### config.mk
export PLATFORM = sky130hd
export DESIGN_NAME = uint_to_fp32_merge
export DESIGN_NICKNAME = d
export VERILOG_FILES = /design/src/rtl/fp_cvt_pkg.sv /design/src/rtl/cvt_rm_select.sv /design/src/rtl/cvt_normalize.sv /design/src/rtl/cvt_round.sv /design/src/rtl/cvt_lane_merge.sv /design/src/rtl/uint_to_fp32_merge.sv
export SDC_FILE = /design/constraint.sdc
export NUM_CORES = 1
export LEC_CHECK = 0
export ABC_AREA = 1
export BUFFER_PORTS_ARGS = -buffer_cell sky130_fd_sc_hd__buf_2
export CORE_AREA = 5 5 293 295
export DETAILED_ROUTE_END_ITERATION = 6
export DIE_AREA = 0 0 298 300
export GPL_ROUTABILITY_DRIVEN = 0
export GPL_TIMING_DRIVEN = 0
export PLACE_DENSITY = 0.56
export SYNTH_ARGS = -nofsm -noshare
export SYNTH_HDL_FRONTEND = slang
export SYNTH_HIERARCHICAL = 1
export SYNTH_SLANG_ARGS = --single-unit
### constraint.sdc
create_clock -name clk -period 10.87 [get_ports clk]
set_input_delay 2.174 -clock clk [delete_from_list [all_inputs] [get_ports clk]]
set_output_delay 2.174 -clock clk [all_outputs]
set_load 0.05 [all_outputs]
### src/rtl/fp_cvt_pkg.sv
package fp_cvt_pkg;

  localparam int FRAC_W   = 23;
  localparam int EXP_W    = 8;
  localparam int EXP_BIAS = 127;
  localparam int FP_W     = 1 + EXP_W + FRAC_W;

  typedef enum logic [1:0] {
    RM_NEAR = 2'b00,
    RM_DOWN = 2'b01,
    RM_UP   = 2'b10,
    RM_ZERO = 2'b11
  } rmode_e;

  // Increment decision for a positive magnitude.
  function automatic logic rnd_increment(input rmode_e rm, input logic lsb,
                                         input logic g, input logic s);
    logic inc;
    case (rm)
      RM_NEAR: inc = g & (s | lsb);
      RM_UP:   inc = g | s;
      default: inc = 1'b0;
    endcase
    return inc;
  endfunction

  // Pack sign (always 0), exponent and fraction.
  function automatic logic [FP_W-1:0] pack_pos(input logic [EXP_W-1:0] e,
                                               input logic [FRAC_W-1:0] f);
    return {1'b0, e, f};
  endfunction

endpackage

### src/rtl/cvt_rm_select.sv
module cvt_rm_select
  import fp_cvt_pkg::*;
(
  input  logic       src_is_reg,
  input  logic       rc_override,
  input  logic [1:0] rc_embedded,
  input  logic [1:0] rc_global,
  output rmode_e     rm
);
  logic use_embedded;

  always_comb begin
    use_embedded = src_is_reg & rc_override;
    rm = use_embedded ? rmode_e'(rc_embedded) : rmode_e'(rc_global);
  end
endmodule

### src/rtl/cvt_normalize.sv
module cvt_normalize
  import fp_cvt_pkg::*;
#(
  parameter int IN_W = 64
) (
  input  logic [IN_W-1:0]         x,
  output logic                    is_zero,
  output logic [$clog2(IN_W)-1:0] lead_pos,
  output logic [FRAC_W-1:0]       frac,
  output logic                    guard,
  output logic                    sticky
);
  localparam int POS_W  = $clog2(IN_W);
  localparam int G_IDX  = IN_W - 2 - FRAC_W;

  logic [POS_W-1:0] shamt;
  logic [IN_W-1:0]  norm;

  // Leading-one detector: highest set bit wins.
  always_comb begin
    lead_pos = '0;
    for (int i = 0; i < IN_W; i++) begin
      if (x[i]) lead_pos = POS_W'(i);
    end
  end

  always_comb begin
    is_zero = (x == '0);
    shamt   = POS_W'(IN_W - 1) - lead_pos;
    norm    = x << shamt;
    frac    = norm[IN_W-2 -: FRAC_W];
    guard   = norm[G_IDX];
    sticky  = |norm[G_IDX-1:0];
  end
endmodule

### src/rtl/cvt_round.sv
module cvt_round
  import fp_cvt_pkg::*;
#(
  parameter int POS_W = 6
) (
  input  logic              is_zero,
  input  logic [POS_W-1:0]  lead_pos,
  input  logic [FRAC_W-1:0] frac,
  input  logic              guard,
  input  logic              sticky,
  input  rmode_e            rm,
  output logic [FP_W-1:0]   fp,
  output logic              inexact,
  output logic              carry
);
  logic              inc;
  logic [FRAC_W:0]   sum;
  logic [EXP_W-1:0]  expo;

  always_comb begin
    inc     = rnd_increment(rm, frac[0], guard, sticky);
    sum     = {1'b0, frac} + (FRAC_W+1)'(inc);
    carry   = sum[FRAC_W] & ~is_zero;
    expo    = EXP_W'(EXP_BIAS) + EXP_W'(lead_pos) + EXP_W'(carry);
    inexact = (guard | sticky) & ~is_zero;
    if (is_zero) fp = '0;
    else         fp = pack_pos(expo, sum[FRAC_W-1:0]);
  end
endmodule

### src/rtl/cvt_lane_merge.sv
module cvt_lane_merge
  import fp_cvt_pkg::*;
#(
  parameter int VLEN = 512
) (
  input  logic [FP_W-1:0]  fp,
  input  logic [127:0]     src_vec,
  output logic [VLEN-1:0]  dst
);
  assign dst[FP_W-1:0]  = fp;
  assign dst[127:FP_W]  = src_vec[127:FP_W];

  generate
    if (VLEN > 128) begin : g_upper
      assign dst[VLEN-1:128] = '0;
    end
  endgenerate
endmodule

### src/rtl/uint_to_fp32_merge.sv
module uint_to_fp32_merge
  import fp_cvt_pkg::*;
#(
  parameter int VLEN = 512,
  parameter int IN_W = 64
) (
  input  logic            clk,
  input  logic            rst_n,
  input  logic [63:0]     src_int,
  input  logic            wide_op,
  input  logic            long_mode,
  input  logic            src_is_reg,
  input  logic            rc_override,
  input  logic [1:0]      rc_embedded,
  input  logic [1:0]      rc_global,
  input  logic [127:0]    src_vec,
  output logic [VLEN-1:0] dst_vec,
  output logic            inexact
);
  localparam int POS_W = $clog2(IN_W);

  // Named internal events, visible to the bound checker.
  logic              eff_wide;
  logic [IN_W-1:0]   operand;
  rmode_e            sel_rm;
  logic              norm_zero;
  logic [POS_W-1:0]  lead_pos;
  logic [FRAC_W-1:0] norm_frac;
  logic              guard_bit;
  logic              sticky_bit;
  logic [FP_W-1:0]   conv_fp;
  logic              conv_inexact;
  logic              rnd_carry;
  logic [VLEN-1:0]   merged;

  always_comb begin
    eff_wide = wide_op & long_mode;
    operand  = eff_wide ? IN_W'(src_int) : IN_W'(src_int[31:0]);
  end

  cvt_rm_select u_rm (
    .src_is_reg  (src_is_reg),
    .rc_override (rc_override),
    .rc_embedded (rc_embedded),
    .rc_global   (rc_global),
    .rm          (sel_rm)
  );

  cvt_normalize #(.IN_W(IN_W)) u_norm (
    .x        (operand),
    .is_zero  (norm_zero),
    .lead_pos (lead_pos),
    .frac     (norm_frac),
    .guard    (guard_bit),
    .sticky   (sticky_bit)
  );

  cvt_round #(.POS_W(POS_W)) u_rnd (
    .is_zero  (norm_zero),
    .lead_pos (lead_pos),
    .frac     (norm_frac),
    .guard    (guard_bit),
    .sticky   (sticky_bit),
    .rm       (sel_rm),
    .fp       (conv_fp),
    .inexact  (conv_inexact),
    .carry    (rnd_carry)
  );

  cvt_lane_merge #(.VLEN(VLEN)) u_merge (
    .fp      (conv_fp),
    .src_vec (src_vec),
    .dst     (merged)
  );

  always_ff @(posedge clk) begin
    if (!rst_n) begin
      dst_vec <= '0;
      inexact <= 1'b0;
    end else begin
      dst_vec <= merged;
      inexact <= conv_inexact;
    end
  end
endmodule

[Word-level counts from Yosys, hierarchy flattened]
Cells that the tools add are included.
Storage, ports and cells
  register bits after elaboration: 513
  input port bits: 202
  output and inout port bits: 513
Operators by class
  $add $sub $neg: 4
  equal/unequal tests: 1
  shifts and indexed selects: 1
  mux-type cells: 66
  bitwise logic cells: 9
  reduce and logical (&&, ||, !) cells: 4
Operators with widths (number)
  $mux 6: 32
  $mux 5: 16
  $logic_not 64->1: 1
  $mux 64: 1
  $shl 64x6->63: 1
  $reduce_or 39->1: 1
  $mux 4: 8
  $add 23x1->24: 1
  $mux 3: 4
  $add 7x6->8 const A: 1
  $add 8x1->8: 1
  $mux 2: 3
  $sub 6x6->6 const A: 1
  $and 1x1->1: 5
  $eq 2x2->1 const B: 1
  $logic_not 2->1: 1
  $not 1->1: 2
  $or 1x1->1: 2
  $pmux 1 s2: 1
  $reduce_or 2->1: 1
  $mux 1: 1

[Logic depth before layout (Yosys ltp)]
Gate-level depths: netlist of the first run.
  depth after elaboration: 74
  gate-level depth with buffers: 94
  gate-level depth less buffers: 92

[Cells and area by module]
Netlist of the first run, hierarchy kept.
Modules (own cells, without submodules)
  uint_to_fp32_merge: instances 1, cells each 1664, area an instance 14993.1 um^2, seq. area each 10269.8 um^2
  cvt_normalize: instances 1, cells each 1096, area an instance 4932.2 um^2, seq. area each 0.0 um^2
  cvt_lane_merge: instances 1, cells each 513, area an instance 3847.4 um^2, seq. area each 0.0 um^2
  cvt_round: instances 1, cells each 185, area an instance 888.4 um^2, seq. area each 0.0 um^2
  cvt_rm_select: instances 1, cells each 7, area an instance 28.8 um^2, seq. area each 0.0 um^2

[Worst setup path after synthesis of the first run]
No wires, ideal clock.
  kind: input port to flip-flop
  start point: input port src_int[2]
  end point: register dst_vec[27]
  data arrival time: 7739 ps
  path slack: 3075 ps
  stages: 89
  cell sequence: inv_2 -> nand2_1 -> nand2_1 -> nand2_1 -> nand2_1 -> nand2_1 -> nand2_1 -> nand2_1 -> nand2_1 -> nand2_1 -> nand2_1 -> nand2_1 -> nand2_1 -> nand2_1 -> nand2_1 -> nand2_1 -> nand2_1 -> nand2_1 -> [53 not listed] -> nor2_1 -> o22ai_1 -> o21ai_0 -> a21oi_1 -> ha_1 -> inv_1 -> nor2_4 -> nand3_2 -> nor2_2 -> nand2_1 -> ha_1 -> ha_1 -> nand2_1 -> nand2_1 -> a21oi_1 -> buf_4 -> nand2_1 -> inv_1
RTL lines
  from (decl): RTL line uint_to_fp32_merge.sv:9  | input logic [63:0] src_int,
  $mux 64 (*): RTL line uint_to_fp32_merge.sv:38  | operand = eff_wide ? IN_W'(src_int) : IN_W'(src_int[31:0]);
  $mux 2 (2 in a row): RTL line cvt_normalize.sv:23  | if (x[i]) lead_pos = POS_W'(i);
  $mux 3 (4 in a row): RTL line cvt_normalize.sv:23
  $mux 4 (8 in a row): RTL line cvt_normalize.sv:23
  $mux 5 (16 in a row): RTL line cvt_normalize.sv:23
  $mux 6 (32 in a row): RTL line cvt_normalize.sv:23
  $sub 6x6->6: RTL line cvt_normalize.sv:29  | shamt = POS_W'(IN_W - 1) - lead_pos;
  $shl 64x6->63 (*): RTL line cvt_normalize.sv:30  | norm = x << shamt;
  net guard_bit: RTL line uint_to_fp32_merge.sv:29  | logic guard_bit;
  $or 1x1->1 or $and 1x1->1 (tied branches): RTL line fp_cvt_pkg.sv:21, fp_cvt_pkg.sv:20
  $pmux 1 s2 (*): RTL line fp_cvt_pkg.sv:19  | case (rm)
  $add 23x1->24 (*): RTL line cvt_round.sv:22  | sum = {1'b0, frac} + (FRAC_W+1)'(inc);
  $and 1x1->1 (*): RTL line cvt_round.sv:23  | carry = sum[FRAC_W] & ~is_zero;
  $add 8x1->8 (*): RTL line cvt_round.sv:24  | expo = EXP_W'(EXP_BIAS) + EXP_W'(lead_pos) + EXP_W'(carry);
  to (signal assigned): RTL line uint_to_fp32_merge.sv:81  | dst_vec <= merged;
  to (decl): RTL line uint_to_fp32_merge.sv:17  | output logic [VLEN-1:0] dst_vec,
Mark *: on every way through the listed nets, which the timed path passes. The rest lies on a longest branch.
A chain may end at the register's enable or synchronous reset.

[Worst setup path after layout of the first run]
Same ends and word-level chain as after synthesis.

==> results of run 1 <==
==> power by group through the flow <==
stage | clock network, W | logic [W] | registers (W)
2_1_floorplan | 0 | 0.000851 | 0.00249
3_3_place_gp | 0 | 0.00169 | 0.00208
3_5_place_dp | 0 | 0.00169 | 0.00208
4_1_cts | 0.00206 | 0.00170 | 0.00204
5_1_grt | 0.00214 | 0.00186 | 0.00205
6_report | 0.00200 | 0.00172 | 0.00204
==> registers in the layout, indices dropped and copies added (netlist names) <==
name	count
inexact	1
dst_vec	512
==> layout make-up <==
type,instances,area [um^2],area share [%]
clock buffer,74,1520,4.71
antenna,9,22.5,0.0696
buffer,650,4830,14.9
clock inverter,22,418,1.29
sequential,513,10300,31.7
tap,1080,1350,4.17
inverter,646,2420,7.49
timing repair buffer,585,2930,9.05
multi-input combinational,2038,8600,26.6
==> layout by cell type, fill, tap and decap left out, drive strengths merged, types with 4 or more instances in the layout <==
| master | n |
|---|---|
| diode | 9 |
| dfxtp | 513 |
| nor2 | 159 |
| bufinv | 11 |
| ha | 4 |
| nand3b | 7 |
| clkbuf | 113 |
| o21ai | 73 |
| o221ai | 5 |
| buf | 1196 |
| nor4 | 5 |
| nand4 | 14 |
| xor2 | 7 |
| o2111ai | 9 |
| a21oi | 23 |
| conb | 385 |
| mux2i | 5 |
| a31oi | 7 |
| nand2 | 977 |
| clkinv | 7 |
| inv | 649 |
| nand3 | 336 |
==> worst max-delay path: cells and delay by family <==
kind / cells / cell delay (ns)
compound gates: 7 / 1.28
fa+ha+maj: 3 / 0.64
buf+inv: 7 / 0.78
simple gates: 73 / 4.39
==> path summary, 6_finish.rpt <==
check,from,endpoint,slack (ns),cells past startpoint
worst min-delay path,src_vec[40],dst_vec[40]$_SDFF_PN0_,1.76,3
worst max-delay path,src_int[2],dst_vec[27]$_SDFF_PN0_,2.08,90
==> layer usage <==
| metal | global-route usage (%) | wire [um] | vias to the layer above |
|---|---|---|---|
| li1 | - | - | 11400 |
| met1 | 19.0 | 30200 | 9448 |
| met2 | 34.2 | 43800 | 845 |
| met3 | 4.00 | 6350 | 178 |
| met4 | 5.95 | 3230 | 0 |
| met5 | 0 | 0 | - |
==> per-stage QoR <==
step                worst slack, ns  hold WS [ns]  total power, W
global placement               1.52          2.35         0.00378
finish                         2.08          1.76         0.00577
detailed placement             1.51          2.36         0.00378
floorplan                      3.09          2.35         0.00334
CTS                            2.10          1.72         0.00580
global route                   1.13          1.74         0.00605
==> results.py, run 1 <==
metrics = {
    "worst_setup_path": {
        "cpMostUsedCell": "nand2_1",
        "end_kind": "flop",
        "path_max_fanout": 10,
        "worstPathRequired_ns": 11.38,
        "critical-path-max-stage-delay_ns": 0.34,
        "arrival_ns": 9.30,
        "start_kind": "input port",
        "critPathKind": "input port to flop",
        "crit_slowest_cell": "o21ai_0",
    },
    "clock_tree": {
        "cts_htree_levels": 2,
        "cts.clk_slew.worst_paths_ns": 0.06,
        "hold_buffers": 0,
        "cts_resized": 0,
        "numCtsBuffers": 52,
        "post-cts-setup-buffers": 0,
        "cts_tree": "done",
        "root_buffer": "clkbuf_16",
        "cts.sinks": 513,
        "clockBufferDepth": 3,
    },
    "sta": {
        "setup_viol": 0,
        "period_share_pct": 80.8,
        "slew_headroom_pct": 31.4,
        "fin_tns_setup_ns": 0,
        "slew_violations": 0,
        "rsz0062_at_grt": "no",
        "hold_violations": 0,
        "timing.fmax_mhz": 114,
        "worst_pin_slew_ns": 1.03,
        "finalCriticalPeriod_ns": 8.79,
    },
    "grt": {
        "first_global_vias": 19300,
        "antenna_found_initial": 22,
        "gr-total-overflow": 0,
        "track_usage_pct": 17.7,
        "grt_max_degree": 15,
        "grt_pass1_wl_um": 121000,
    },
    "logic_synthesis": {
        "syn_avg_cell_area_um2": 7.13,
        "yosys_warnings": 6,
        "syn-cell-area_um2": 24700,
        "synthCells": 3464,
    },
    "flow_run": {
        "cap_violations": 0,
    },
    "pwr": {
        "comb_power_share_pct": 29.8,
        "max-vdd-ir-drop_v": 0.000107,
        "p_leak_nw": 21.7,
        "p_per_area_nw_per_um2": 178,
        "pwr-share-clk_pct": 34.7,
        "internal-power_w": 0.00376,
        "switching_share_pct": 34.8,
        "power.switching_w": 0.00201,
        "p_seq_share_pct": 35.4,
    },
    "worst_hold_path": {
        "hold_class": "input port to flop",
    },
    "die": {
        "die_x_um": 298,
        "io_pins": 715,
        "start_util_pct": 29.8,
        "die-height_um": 300,
        "die_area_um2": 89400,
        "row_count": 106,
        "fp.coreArea_um2": 82900,
    },
    "placement": {
        "portBuffers": 585,
        "post-dp-hpwl_um": 70400,
        "dpl.cell_count": 5512,
        "postPlaceCellArea_um2": 30400,
    },
    "drt": {
        "vias": 21900,
        "firstDrtPassIters": 7,
        "postRouteAntennaNets": 0,
        "viasPerCell": 3.90,
        "drc": 2,
        "drt_iter0_markers": 1500,
        "wl_per_cell_um": 14.9,
        "wirelength_um": 83600,
    },
    "cells_and_area": {
        "final_nets": 4692,
        "stdcell_count": 5617,
        "fillers": 8841,
        "design_area_um2": 32400,
        "drive_gt1_share_pct": 28.6,
        "area_growth_pct": 31.1,
        "post-route-util_pct": 39.0,
    },
    "status": {
        "violations": "DRC",
        "status": "complete, but fails checks",
    },
}
Note: power is estimated with default switching activity, not from simulation.
==> run 2, diff against run 1 <==
--- a/config.mk
+++ b/config.mk
@@ -12,7 +12,7 @@
 export DIE_AREA = 0 0 298 300
 export GPL_ROUTABILITY_DRIVEN = 0
 export GPL_TIMING_DRIVEN = 0
-export PLACE_DENSITY = 0.56
+export PLACE_DENSITY = 0.58
 export SYNTH_ARGS = -nofsm -noshare
 export SYNTH_HDL_FRONTEND = slang
 export SYNTH_HIERARCHICAL = 1
==> constraint.sdc (replaced) <==
create_clock -name clk -period 7.35 [get_ports clk]
set_input_delay 1.47 -clock clk [delete_from_list [all_inputs] [get_ports clk]]
set_output_delay 1.47 -clock clk [all_outputs]
set_load 0.05 [all_outputs]
==> results.py, run 2 (synthesis results as in run 1) <==
metrics = {
    "clock_tree": {
        "clockBufferDepth": 3,
        "cts_htree_levels": 2,
        "numCtsBuffers": 58,
        "cts.clk_slew.worst_paths_ns": 0.06,
        "hold_buffers": 0,
        "root_buffer": "clkbuf_16",
        "cts.sinks": 513,
        "cts_tree": "done",
    },
    "drt": {
        "drc": 0,
        "drt_iter0_markers": 1441,
        "wl_per_cell_um": 15.3,
        "postRouteAntennaNets": 0,
        "wirelength_um": 86300,
        "vias": 22300,
        "firstDrtPassIters": 6,
        "viasPerCell": 3.95,
    },
    "die": {
        "start_util_pct": 29.8,
        "row_count": 106,
        "fp.coreArea_um2": 82900,
        "die_area_um2": 89400,
        "die_x_um": 298,
        "io_pins": 715,
        "die-height_um": 300,
    },
    "worst_setup_path": {
        "cpMostUsedCell": "nand2_1",
        "critPathKind": "input port to flop",
        "crit_slowest_cell": "clkbuf_1",
        "path_max_fanout": 10,
        "start_kind": "input port",
        "worstPathRequired_ns": 7.90,
        "end_kind": "flop",
        "critical-path-max-stage-delay_ns": 0.85,
        "arrival_ns": 8.07,
    },
    "grt": {
        "track_usage_pct": 18.2,
        "grt_max_degree": 17,
        "grt_pass1_wl_um": 124000,
        "antenna_found_initial": 15,
        "gr-total-overflow": 0,
        "first_global_vias": 20100,
    },
    "cells_and_area": {
        "layout_common_cells": "nand2_1, inv_1, buf_2",
        "post-route-util_pct": 40.8,
        "final_nets": 4715,
        "layout_commonest_cell": "nand2_1",
        "design_area_um2": 33800,
        "largest_register_ffs": 512,
        "max_flop_register": "dst_vec",
        "biggestRegsByFlops": "dst_vec: 512 flops, inexact: 1 flops",
        "area_growth_pct": 37.0,
        "stdcell_count": 5640,
        "drive_gt1_share_pct": 34.0,
    },
    "status": {
        "violations": "setup timing",
        "status": "complete, but fails checks",
    },
    "worst_hold_path": {
        "hold_class": "input port to flop",
    },
    "placement": {
        "postPlaceCellArea_um2": 30400,
        "portBuffers": 585,
        "dp_slack_ns": -1.43,
        "dpl.cell_count": 5512,
        "post-dp-hpwl_um": 70700,
    },
    "pwr": {
        "power_w": 0.00876,
        "p_leak_nw": 22.2,
        "max-vdd-ir-drop_v": 0.000169,
        "p_per_area_nw_per_um2": 259,
    },
    "sta": {
        "rsz0062_at_grt": "yes",
        "slew_violations": 0,
        "period_share_pct": 102,
        "worst_slack_ns": -0.167,
        "timing.fmax_mhz": 133,
        "setup_viol": 15,
        "hold_violations": 0,
        "worst_pin_slew_ns": 1.19,
        "finalCriticalPeriod_ns": 7.52,
        "slew_headroom_pct": 20.7,
    },
    "flow_run": {
        "cap_violations": 0,
    },
}
## run 2: cell count changes in the layout (fill, tap and decap cells not counted), sizes merged
cell / before / now
diode: 9 / 8
buf: 1196 / 1213
inv: 649 / 651
clkinv: 7 / 11
clkinvlp: 1 / 3
bufinv: 11 / 6
clkbuf: 113 / 117
## run 2: final timing paths
kind,startpoint,to,slack (ns),cells after the start
setup / recovery,src_int[4],dst_vec[28]$_SDFF_PN0_,-0.17,54
hold / removal,src_vec[50],dst_vec[50]$_SDFF_PN0_,1.03,3
## run 2: layout make-up
| type | count | area (um^2) |
|---|---|---|
| Fill cell | 8722 | 49100 |
| Sequential cell | 513 | 10300 |
| Multi-Input combinational cell | 2038 | 9800 |
| Buffer | 644 | 4830 |
| Timing Repair Buffer | 608 | 3180 |
| Inverter | 646 | 2430 |
| Clock buffer | 78 | 1600 |
| Tap cell | 1080 | 1350 |
| Clock inverter | 25 | 348 |
| Antenna cell | 8 | 20.0 |
## run 2: power by group
| part | switching [W] | internal, W | total, W | leakage [nW] |
|---|---|---|---|---|
| sequential | 0.0000524 | 0.00296 | 0.00301 | 4.28 |
| clock | 0.00119 | 0.00174 | 0.00294 | 0.945 |
| combinational | 0.00192 | 0.000885 | 0.00281 | 17.0 |
## run 2: metal layers
metal	part of all wire, %	up-vias	track usage, %
met5	0	-	0
met4	5.2	0	7.64
met3	8.2	224	4.49
met2	52	947	34.9
met1	35	9639	18.9
li1	-	11500	-
## run 2: worst max-delay path, delay by kind of cell
| kind | cells | cell delay (ns) |
|---|---|---|
| AO/OA/AOI/OAI | 6 | 1.29 |
| adder cells (fa/ha/maj) | 1 | 0.18 |
| AND/OR/NAND/NOR | 42 | 3.55 |
| buffers and inverters | 5 | 1.55 |
## run 2: through the flow
| stage | hold WS (ns) | TNS (ns) |
|---|---|---|
| floorplan | 1.65 | 0 |
| global placement | 1.65 | -26.44 |
| detailed placement | 1.66 | -25.93 |
| CTS | 0.975 | 0 |
| global route | 1.00 | -19.22 |
| finish | 1.03 | -0.977 |
## run 2: what timing repair did
action / in CTS / in global routing
setup buffers: 13 / 8
gates cloned: 2 / 0
endpoints found under the setup margin: 25 / 31
pin swaps: 21 / 60
gates resized for setup: 102 / 199
endpoints found under the hold margin: 0 / 0
